--- config.mk ---
export PLATFORM = sky130hd
export DESIGN_NAME = prot_fault_hub
export DESIGN_NICKNAME = d
export VERILOG_FILES = /design/src/rtl/prot_pkg.sv /design/src/rtl/prot_sync.sv /design/src/rtl/prot_src_merge.sv /design/src/rtl/prot_core_fsm.sv /design/src/rtl/prot_fault_hub.sv
export SDC_FILE = /design/constraint.sdc
export NUM_CORES = 1
export LEC_CHECK = 0
export BUFFER_PORTS_ARGS = -buffer_cell sky130_fd_sc_hd__buf_2
export CORE_MARGIN = 2
export CORE_UTILIZATION = 40
export DETAILED_ROUTE_END_ITERATION = 8
export PLACE_DENSITY = 0.65
export SLEW_MARGIN = 0
export SYNTH_ARGS = -nofsm -noshare
export SYNTH_HDL_FRONTEND = slang
export SYNTH_SLANG_ARGS = --single-unit
export TNS_END_PERCENT = 50
--- constraint.sdc ---
create_clock -name clk -period 3.35 [get_ports clk]
set_input_delay 0.335 -clock clk [delete_from_list [all_inputs] [get_ports clk]]
set_output_delay 0.335 -clock clk [all_outputs]
set_load 0.1 [all_outputs]
--- src/rtl/prot_pkg.sv ---
package prot_pkg;
   typedef enum logic [1:0] {
      ST_BLOCKED = 2'd0,
      ST_RUN     = 2'd1,
      ST_FAULT   = 2'd2
   } core_state_e;

   typedef enum logic [1:0] {
      COL_OFF    = 2'd0,
      COL_GREEN  = 2'd1,
      COL_ORANGE = 2'd2,
      COL_RED    = 2'd3
   } colour_e;

   localparam int N_CAUSE   = 7;
   localparam int C_CONN    = 0;
   localparam int C_DED     = 1;
   localparam int C_ILK     = 2;
   localparam int C_LINK    = 3;
   localparam int C_USER    = 4;
   localparam int C_ANALOG  = 5;
   localparam int C_SW      = 6;
endpackage

--- src/rtl/prot_sync.sv ---
module prot_sync #(
   parameter int   W       = 1,
   parameter int   STAGES  = 2,
   parameter logic RST_VAL = 1'b0
) (
   input  logic         clk,
   input  logic         rst_n,
   input  logic [W-1:0] d,
   output logic [W-1:0] q
);
   logic [W-1:0] stg [STAGES];

   always_ff @(posedge clk or negedge rst_n) begin
      if (!rst_n) stg[0] <= {W{RST_VAL}};
      else        stg[0] <= d;
   end

   for (genvar s = 1; s < STAGES; s++) begin : g_stage
      always_ff @(posedge clk or negedge rst_n) begin
         if (!rst_n) stg[s] <= {W{RST_VAL}};
         else        stg[s] <= stg[s-1];
      end
   end

   assign q = stg[STAGES-1];
endmodule

--- src/rtl/prot_src_merge.sv ---
module prot_src_merge
   import prot_pkg::*;
#(
   parameter int N_CONN = 4,
   parameter int N_DED  = 24
) (
   input  logic [N_CONN-1:0] conn_s_n,
   input  logic [N_DED-1:0]  ded_s,
   input  logic [N_DED-1:0]  ded_en,
   input  logic              ilk_s_n,
   input  logic              ilk_en,
   input  logic              link_crc_err,
   input  logic              link_code_err,
   input  logic              link_lost,
   input  logic              usr_flt,
   input  logic              ana_trip,
   input  logic              ana_present,
   input  logic              sw_flt,
   output logic [N_CAUSE-1:0] cond
);
   always_comb begin
      cond           = '0;
      cond[C_CONN]   = |(~conn_s_n);
      cond[C_DED]    = |(ded_s & ded_en);
      cond[C_ILK]    = ilk_en & ~ilk_s_n;
      cond[C_LINK]   = link_crc_err | link_code_err | link_lost;
      cond[C_USER]   = usr_flt;
      cond[C_ANALOG] = ana_trip | ana_present;
      cond[C_SW]     = sw_flt;
   end
endmodule

--- src/rtl/prot_core_fsm.sv ---
module prot_core_fsm
   import prot_pkg::*;
(
   input  logic               clk,
   input  logic               rst_n,
   input  logic [N_CAUSE-1:0] cond,
   input  logic               en_req,
   input  logic               dis_req,
   input  logic               ack_req,
   output core_state_e        st,
   output logic [N_CAUSE-1:0] cause,
   output colour_e            colour
);
   core_state_e        st_nxt;
   logic [N_CAUSE-1:0] cause_nxt;
   logic               any_cond;
   logic               may_leave;

   assign any_cond  = |cond;
   assign may_leave = !cause[C_SW] && (!cause[C_ANALOG] || ack_req);

   always_comb begin
      st_nxt    = st;
      cause_nxt = cause;
      if (any_cond) begin
         st_nxt    = ST_FAULT;
         cause_nxt = cause | cond;
      end else begin
         case (st)
            ST_BLOCKED: if (en_req)  st_nxt = ST_RUN;
            ST_RUN:     if (dis_req) st_nxt = ST_BLOCKED;
            ST_FAULT: begin
               if (may_leave) begin
                  st_nxt    = ST_BLOCKED;
                  cause_nxt = '0;
               end
            end
            default:    st_nxt = ST_FAULT;
         endcase
      end
   end

   always_ff @(posedge clk or negedge rst_n) begin
      if (!rst_n) begin
         st    <= ST_BLOCKED;
         cause <= '0;
      end else begin
         st    <= st_nxt;
         cause <= cause_nxt;
      end
   end

   always_comb begin
      case (st)
         ST_RUN:     colour = COL_GREEN;
         ST_BLOCKED: colour = COL_ORANGE;
         ST_FAULT:   colour = COL_RED;
         default:    colour = COL_OFF;
      endcase
   end
endmodule

--- src/rtl/prot_fault_hub.sv ---
module prot_fault_hub
   import prot_pkg::*;
#(
   parameter int N_CONN      = 4,
   parameter int N_DED       = 24,
   parameter int N_GPO       = 8,
   parameter int SYNC_STAGES = 2
) (
   input  logic               clk,
   input  logic               rst_n,
   input  logic [N_CONN-1:0]  conn_flt_n,
   input  logic [N_DED-1:0]   ded_flt,
   input  logic [N_DED-1:0]   ded_en,
   input  logic               ilk_n,
   input  logic               ilk_en,
   input  logic               link_crc_err,
   input  logic               link_code_err,
   input  logic               link_lost,
   input  logic               usr_flt,
   input  logic               ana_trip,
   input  logic               ana_present,
   input  logic               sw_flt,
   input  logic               en_req,
   input  logic               dis_req,
   input  logic               ack_req,
   input  logic [N_GPO-1:0]   gpo_trip_mask,
   output logic               pwm_en,
   output logic [N_GPO-1:0]   gpo_gate,
   output logic [1:0]         state_o,
   output logic [1:0]         colour_o,
   output logic [N_CAUSE-1:0] cause_o
);
   if (SYNC_STAGES < 2) begin : g_bad_sync
      $error("SYNC_STAGES must be at least 2");
   end
   if (N_CONN < 1 || N_DED < 1 || N_GPO < 1) begin : g_bad_width
      $error("source and output counts must be at least 1");
   end

   logic [N_CONN-1:0]  conn_s_n;
   logic [N_DED-1:0]   ded_s;
   logic               ilk_s_n;
   logic [N_CAUSE-1:0] cond_vec;
   logic               trip_now;
   core_state_e        st;
   colour_e            colour;
   logic [N_CAUSE-1:0] cause;

   prot_sync #(.W(N_CONN), .STAGES(SYNC_STAGES), .RST_VAL(1'b1)) u_sync_conn (
      .clk(clk), .rst_n(rst_n), .d(conn_flt_n), .q(conn_s_n));
   prot_sync #(.W(N_DED), .STAGES(SYNC_STAGES), .RST_VAL(1'b0)) u_sync_ded (
      .clk(clk), .rst_n(rst_n), .d(ded_flt), .q(ded_s));
   prot_sync #(.W(1), .STAGES(SYNC_STAGES), .RST_VAL(1'b1)) u_sync_ilk (
      .clk(clk), .rst_n(rst_n), .d(ilk_n), .q(ilk_s_n));

   prot_src_merge #(.N_CONN(N_CONN), .N_DED(N_DED)) u_merge (
      .conn_s_n(conn_s_n), .ded_s(ded_s), .ded_en(ded_en),
      .ilk_s_n(ilk_s_n), .ilk_en(ilk_en),
      .link_crc_err(link_crc_err), .link_code_err(link_code_err),
      .link_lost(link_lost), .usr_flt(usr_flt),
      .ana_trip(ana_trip), .ana_present(ana_present),
      .sw_flt(sw_flt), .cond(cond_vec));

   prot_core_fsm u_fsm (
      .clk(clk), .rst_n(rst_n), .cond(cond_vec),
      .en_req(en_req), .dis_req(dis_req), .ack_req(ack_req),
      .st(st), .cause(cause), .colour(colour));

   assign trip_now = |cond_vec;
   assign pwm_en   = (st == ST_RUN) && !trip_now;

   for (genvar g = 0; g < N_GPO; g++) begin : g_gpo
      assign gpo_gate[g] = !(gpo_trip_mask[g] && (trip_now || st == ST_FAULT));
   end

   assign state_o  = st;
   assign colour_o = colour;
   assign cause_o  = cause;
endmodule

# Word-level counts from Yosys, hierarchy flattened
# Cells that the tools add are included.
[op_classes] eq_ne=5 mux=9 n_bitwise=8 reduce_logical=31
[ops] cell="OR reduction 33 bit" n=1
[ops] cell="AND 24 bit" n=1
[ops] cell="OR reduction 24 bit" n=1
[ops] cell="2-to-1 mux 7 bit" n=3
[ops] cell="one-hot mux 2 bit (3 select lines)" n=2
[ops] cell="logical NOT 1 bit" n=11
[ops] cell="logical AND 1 bit" n=10
[ops] cell="2-to-1 mux 2 bit" n=4
[ops] cell="OR 7 bit" n=1
[ops] cell="!= test 3 bit, second input constant" n=2
[ops] cell="NOT 4 bit" n=1
[ops] cell="nonzero test 2 bit" n=2
[ops] cell="OR reduction 4 bit" n=1
[ops] cell="!= test 3 x 2 -> 1 bit, second input constant" n=1
[ops] cell="OR 1 bit" n=3
[ops] cell="AND reduction 3 bit" n=1
[ops] cell="== test 2 x 1 -> 1 bit, second input constant" n=1
[ops] cell="== test 2 bit, second input constant" n=1
[ops] cell="logical NOT 2 bit" n=1
[ops] cell="logical OR 1 bit" n=2
[ops] cell="AND reduction 2 bit" n=1
[ops] cell="AND 1 bit" n=1
[ops] cell="NOT 1 bit" n=1
[totals] register_bits=67 inputBits=74 out_inout_bits=20

# Longest topological paths before layout
[depth] depth_word=6 ltp_mapped=6

# Cells and area by module
# Synthesis repeated with hierarchy kept, for this count alone.
[hier_totals] hier_cells=164 hier_area_um2=2462.4
[by_module_without_submodules] mod="prot_sync at u_sync_ded" instances=1 cells_per_inst=72 area_each_um2=1381.3
[by_module_without_submodules] mod="prot_core_fsm" instances=1 cells_per_inst=40 area_each_um2=460.4
[by_module_without_submodules] mod="prot_sync at u_sync_conn" instances=1 cells_per_inst=12 area_each_um2=240.2
[by_module_without_submodules] mod="prot_fault_hub" instances=1 cells_per_inst=16 area_each_um2=167.7
[by_module_without_submodules] mod="prot_src_merge" instances=1 cells_per_inst=22 area_each_um2=160.2
[by_module_without_submodules] mod="prot_sync at u_sync_ilk" instances=1 cells_per_inst=2 area_each_um2=52.6

# Worst setup path before layout
# Ideal clock, no wire load.
[synth_timing] path_kind="register to output" startpoint="register u_fsm.st[0]" endpoint="output gpo_gate[0]" arrival_time_ns=3.056 required_time_ns=3.015 setup_slack_ns=-0.041 path_stages_with_launch=5 n_path_buf=0 cell_sequence="dfrtp_1 -> inv_1 -> ha_1 -> nand2b_1 -> o21ai_1"
[synth_via] elab_chain_cells=4
[synth_lines] item="start: declaration" line_no="prot_core_fsm.sv:10" source="output core_state_e st,"
[synth_lines] item="start signal: assignment" line_no="prot_core_fsm.sv:48" source="st <= st_nxt;"
[synth_lines] item="== test 2 bit" line_no="prot_fault_hub.sv:73" source="assign gpo_gate[g] = !(gpo_trip_mask[g] && (trip_now || st == ST_FAULT));"
[synth_lines] item="logical OR 1 bit" line_no="prot_fault_hub.sv:73"
[synth_lines] item="logical AND 1 bit" line_no="prot_fault_hub.sv:73"
[synth_lines] item="logical NOT 1 bit" line_no="prot_fault_hub.sv:73"
[synth_lines] item="end: declaration" line_no="prot_fault_hub.sv:28" source="output logic [N_GPO-1:0] gpo_gate,"
# Every way passes these cells.

# Worst setup path after layout
[layout_timing] startpoint="register u_sync_ded.stg, in the netlist u_sync_ded.q[1]" endpoint="output pwm_en"
[layout_via] elab_chain_cells=4
[layout_lines] item="start: declaration" line_no="prot_sync.sv:11" source="logic [W-1:0] stg [STAGES];"
[layout_lines] item="start signal: indexed assignment" line_no="prot_sync.sv:20" source="if (!rst_n) stg[s] <= {W{RST_VAL}};"
[layout_lines] item="start signal: indexed assignment" line_no="prot_sync.sv:21" source="else stg[s] <= stg[s-1];"
[layout_lines] item="AND 24 bit" line_no="prot_src_merge.sv:24" source="cond[C_DED] = |(ded_s & ded_en);"
[layout_lines] item="OR reduction 33 bit" line_no="prot_fault_hub.sv:69" source="assign trip_now = |cond_vec;"
[layout_lines] item="logical NOT 1 bit" line_no="prot_fault_hub.sv:70" source="assign pwm_en = (st == ST_RUN) && !trip_now;"
[layout_lines] item="logical AND 1 bit" line_no="prot_fault_hub.sv:70"
[layout_lines] item="end: declaration" line_no="prot_fault_hub.sv:27" source="output logic pwm_en,"
# Every way passes these cells.

==> run metrics <==
status=complete, no violations; fin nets=between 300 and 400; YS warnings=0; clk slew on worst S/H paths=0.06 ns; crit path kind=flip-flop to primary output; Post-DP Area=2720 µm²; Sum Neg Setup Slack=0 ns; Lkg Pwr=0.00134 µW; Layout area overhead=33.7%; die width=77.6 µm; WL final=4040 µm; first-pass GRT wire length=6640 µm; Required @ worst endpoint=3.01 ns; DP HPWL=around 3000 µm; Post CTS Setup Buffer Count=0; fin. max-slew vios=0; antenna violations before repair=0; RSZ-0062 raised after global routing=false; largest net degree at the start of global routing=slightly below 70; RePlAce Congestion=~0.70; Port Buffers=93; DRT iter0 DRCs=51; vias per inst=4.53; drt first pass iters=4; Comb power frac=7.5%; WHS=0.106 ns; initial core utilization=41.9%; Area contributors post-synth=dfrtp_1, dfstp_2, a22oi_1, ha_1, o21ai_1; post-synthesis sequential area ratio=roughly 78%; WHS Path Cells=1; EDFF count, synth=0; Max Cap Viol=0; number of remaining DRC errors=0; antenna cells=0; Yosys top cell by area=dfrtp_1; Mapped Nets=218; CP arrival=2.42 ns; Async SR Flop Fraction=100%; Synth cell types=29; io pins=94; Max Fclk=363 MHz; Final Cell Area=2900 µm²; CORE AREA=5170 µm²; post-route ant nets=0; Total GRT Usage=~15%; main flop type after synthesis=dfrtp_1; clk_lat worst skew=between 0.3 and 0.4 ns; CP Launch Type=flip-flop; CTS root buffer=clkbuf_8; TritonCTS buffer count=9; Clock Skews=0.00675 ns; peak supply drop=393 µV; endpoints failing setup=0; Power Internal=1200 µW; Final Critical Period=2.75 ns; WL/cell=12.7 µm; worst rel slew slack=46.5%; CTS resizes=0; most frequent cell after synthesis=dfrtp_1; Flop pwr share=55.1%; final hold vios=0; top post-synthesis cells by count=dfrtp_1, a22oi_1, dfstp_2, o21ai_1; Clk pwr share=37.4%; synthesized flop and latch total=67; Clock Path Buffers=2; H-tree levels=3; crit path capture type=primary output; clock tree sinks=67; share of cells above drive strength 1=between 50% and 60%; HP Class=primary input to flip-flop; switching part of the total=a little under a quarter; cell count after synthesis=139; worst-margin pin slew=0.802 ns; reg2reg path depth=4; die area=~6000 µm²; mapped cell area=2170 µm²; vias after detailed routing=1435; share of the synthesized area in the top cell type=65.8%; Mean Syn Cell Area=roughly 16 µm²; net load switching power=roughly 360 µW; TritonCTS clock tree=yes; total grt overflow=0; Hold Buf Count CTS=0; Crit Path Max Fanout=10; pwr/cell area=538 nW/µm²; vias in the first global route=1477; Die H=77.6 µm; # rows=26; fin crit share=82.1%
stage by stage:
stage	setup slack, ns	util (%)	cells	total power, µW
after floorplan	-0.0405	-	139	924
after global placement	0.894	52.6	301	990
after detailed placement	0.860	52.6	301	993
after CTS	0.559	56.0	317	1590
after global routing	0.363	56.0	317	1640
final	0.599	56.0	317	1560
routing by layer:
layer  wire, µm  GRT usage (%)
met5          0              0
met4         52           8.57
met3        398           6.40
met2       1990           22.5
met1       1590           17.6
cell families (layout without fill, tap and decap cells):
kind of cell | after synthesis | in the layout | synth area share, %
adders and majority gates | 5 | 5 | 2.89
and+or+nand+nor | 26 | 26 | 7.85
AOI/OAI and AO/OA | 33 | 33 | 9.87
DFF | 67 | 67 | 77.9
buffers and inverters | 8 | 116 | 1.50
power groups by stage:
stage	Sequential, µW	Clock, µW	Combinational [µW]
after CTS	859	607	120
final	859	582	117
after detailed placement	874	0	119
after global placement	872	0	118
after floorplan	870	0	53.7
after global routing	861	649	129
worst max-delay path: stages, from the launching register on:
cell and delay (ns):
dfrtp_1 0.37, a22oi_1 0.19, nand4_1 0.19, or4_1 0.71, nor3_2 0.20, buf_2 0.44
final timing paths:
check                                    from                  to  slack [ns]
max                           u_sync_ded.q[1]              pwm_en        0.60
min                             conn_flt_n[2]  u_sync_conn.stg[6]        0.11
max reg2reg                   u_sync_ded.q[1]         u_fsm.st[0]        1.56
min reg2reg                u_sync_ded.stg[42]    u_sync_ded.q[18]        0.35
max in group asynchronous               rst_n      u_fsm.cause[3]        2.65
min in group asynchronous               rst_n  u_sync_ded.stg[31]        0.18
layout make-up:
class                   instances  area (µm²)
well taps                      70        87.6
fillers                       451        2270
clock buffers                  12         155
clock inverters                 4        25.0
inverters                       6        22.5
flip-flops and latches         67        1690
multi-input cells              64         447
repair buffers                 94         473
registers in the layout, indices dropped and copies added (netlist names):
name             flops
u_sync_ilk.stg       1
u_fsm.st             2
u_fsm.cause          7
u_sync_ilk.q         1
u_sync_ded.stg      24
u_sync_conn.stg      4
u_sync_conn.q        4
u_sync_ded.q        24
layout by cell type (no fill, tap or decap):
master and instances:
a211oi_2 1, a21oi_1 4, a22oi_1 12, a2bb2oi_1 1, and3_1 1, buf_2 93, buf_4 1, clkbuf_1 1
clkbuf_8 11, clkinv_2 2, clkinvlp_4 2, dfrtp_1 57, dfstp_2 10, ha_1 5, inv_1 6, nand2_1 2
nand2b_1 1, nand3_1 2, nand4_1 4, nor2_1 6, nor2b_1 2, nor3_1 1, nor3_2 1, nor4_2 1
nor4_4 1, o21a_1 1, o21ai_0 3, o21ai_1 9, o22a_1 1, o22ai_1 1, or2_2 1, or3_1 1
or4_1 1, or4_4 1
Power figures use the tool's default switching activity.
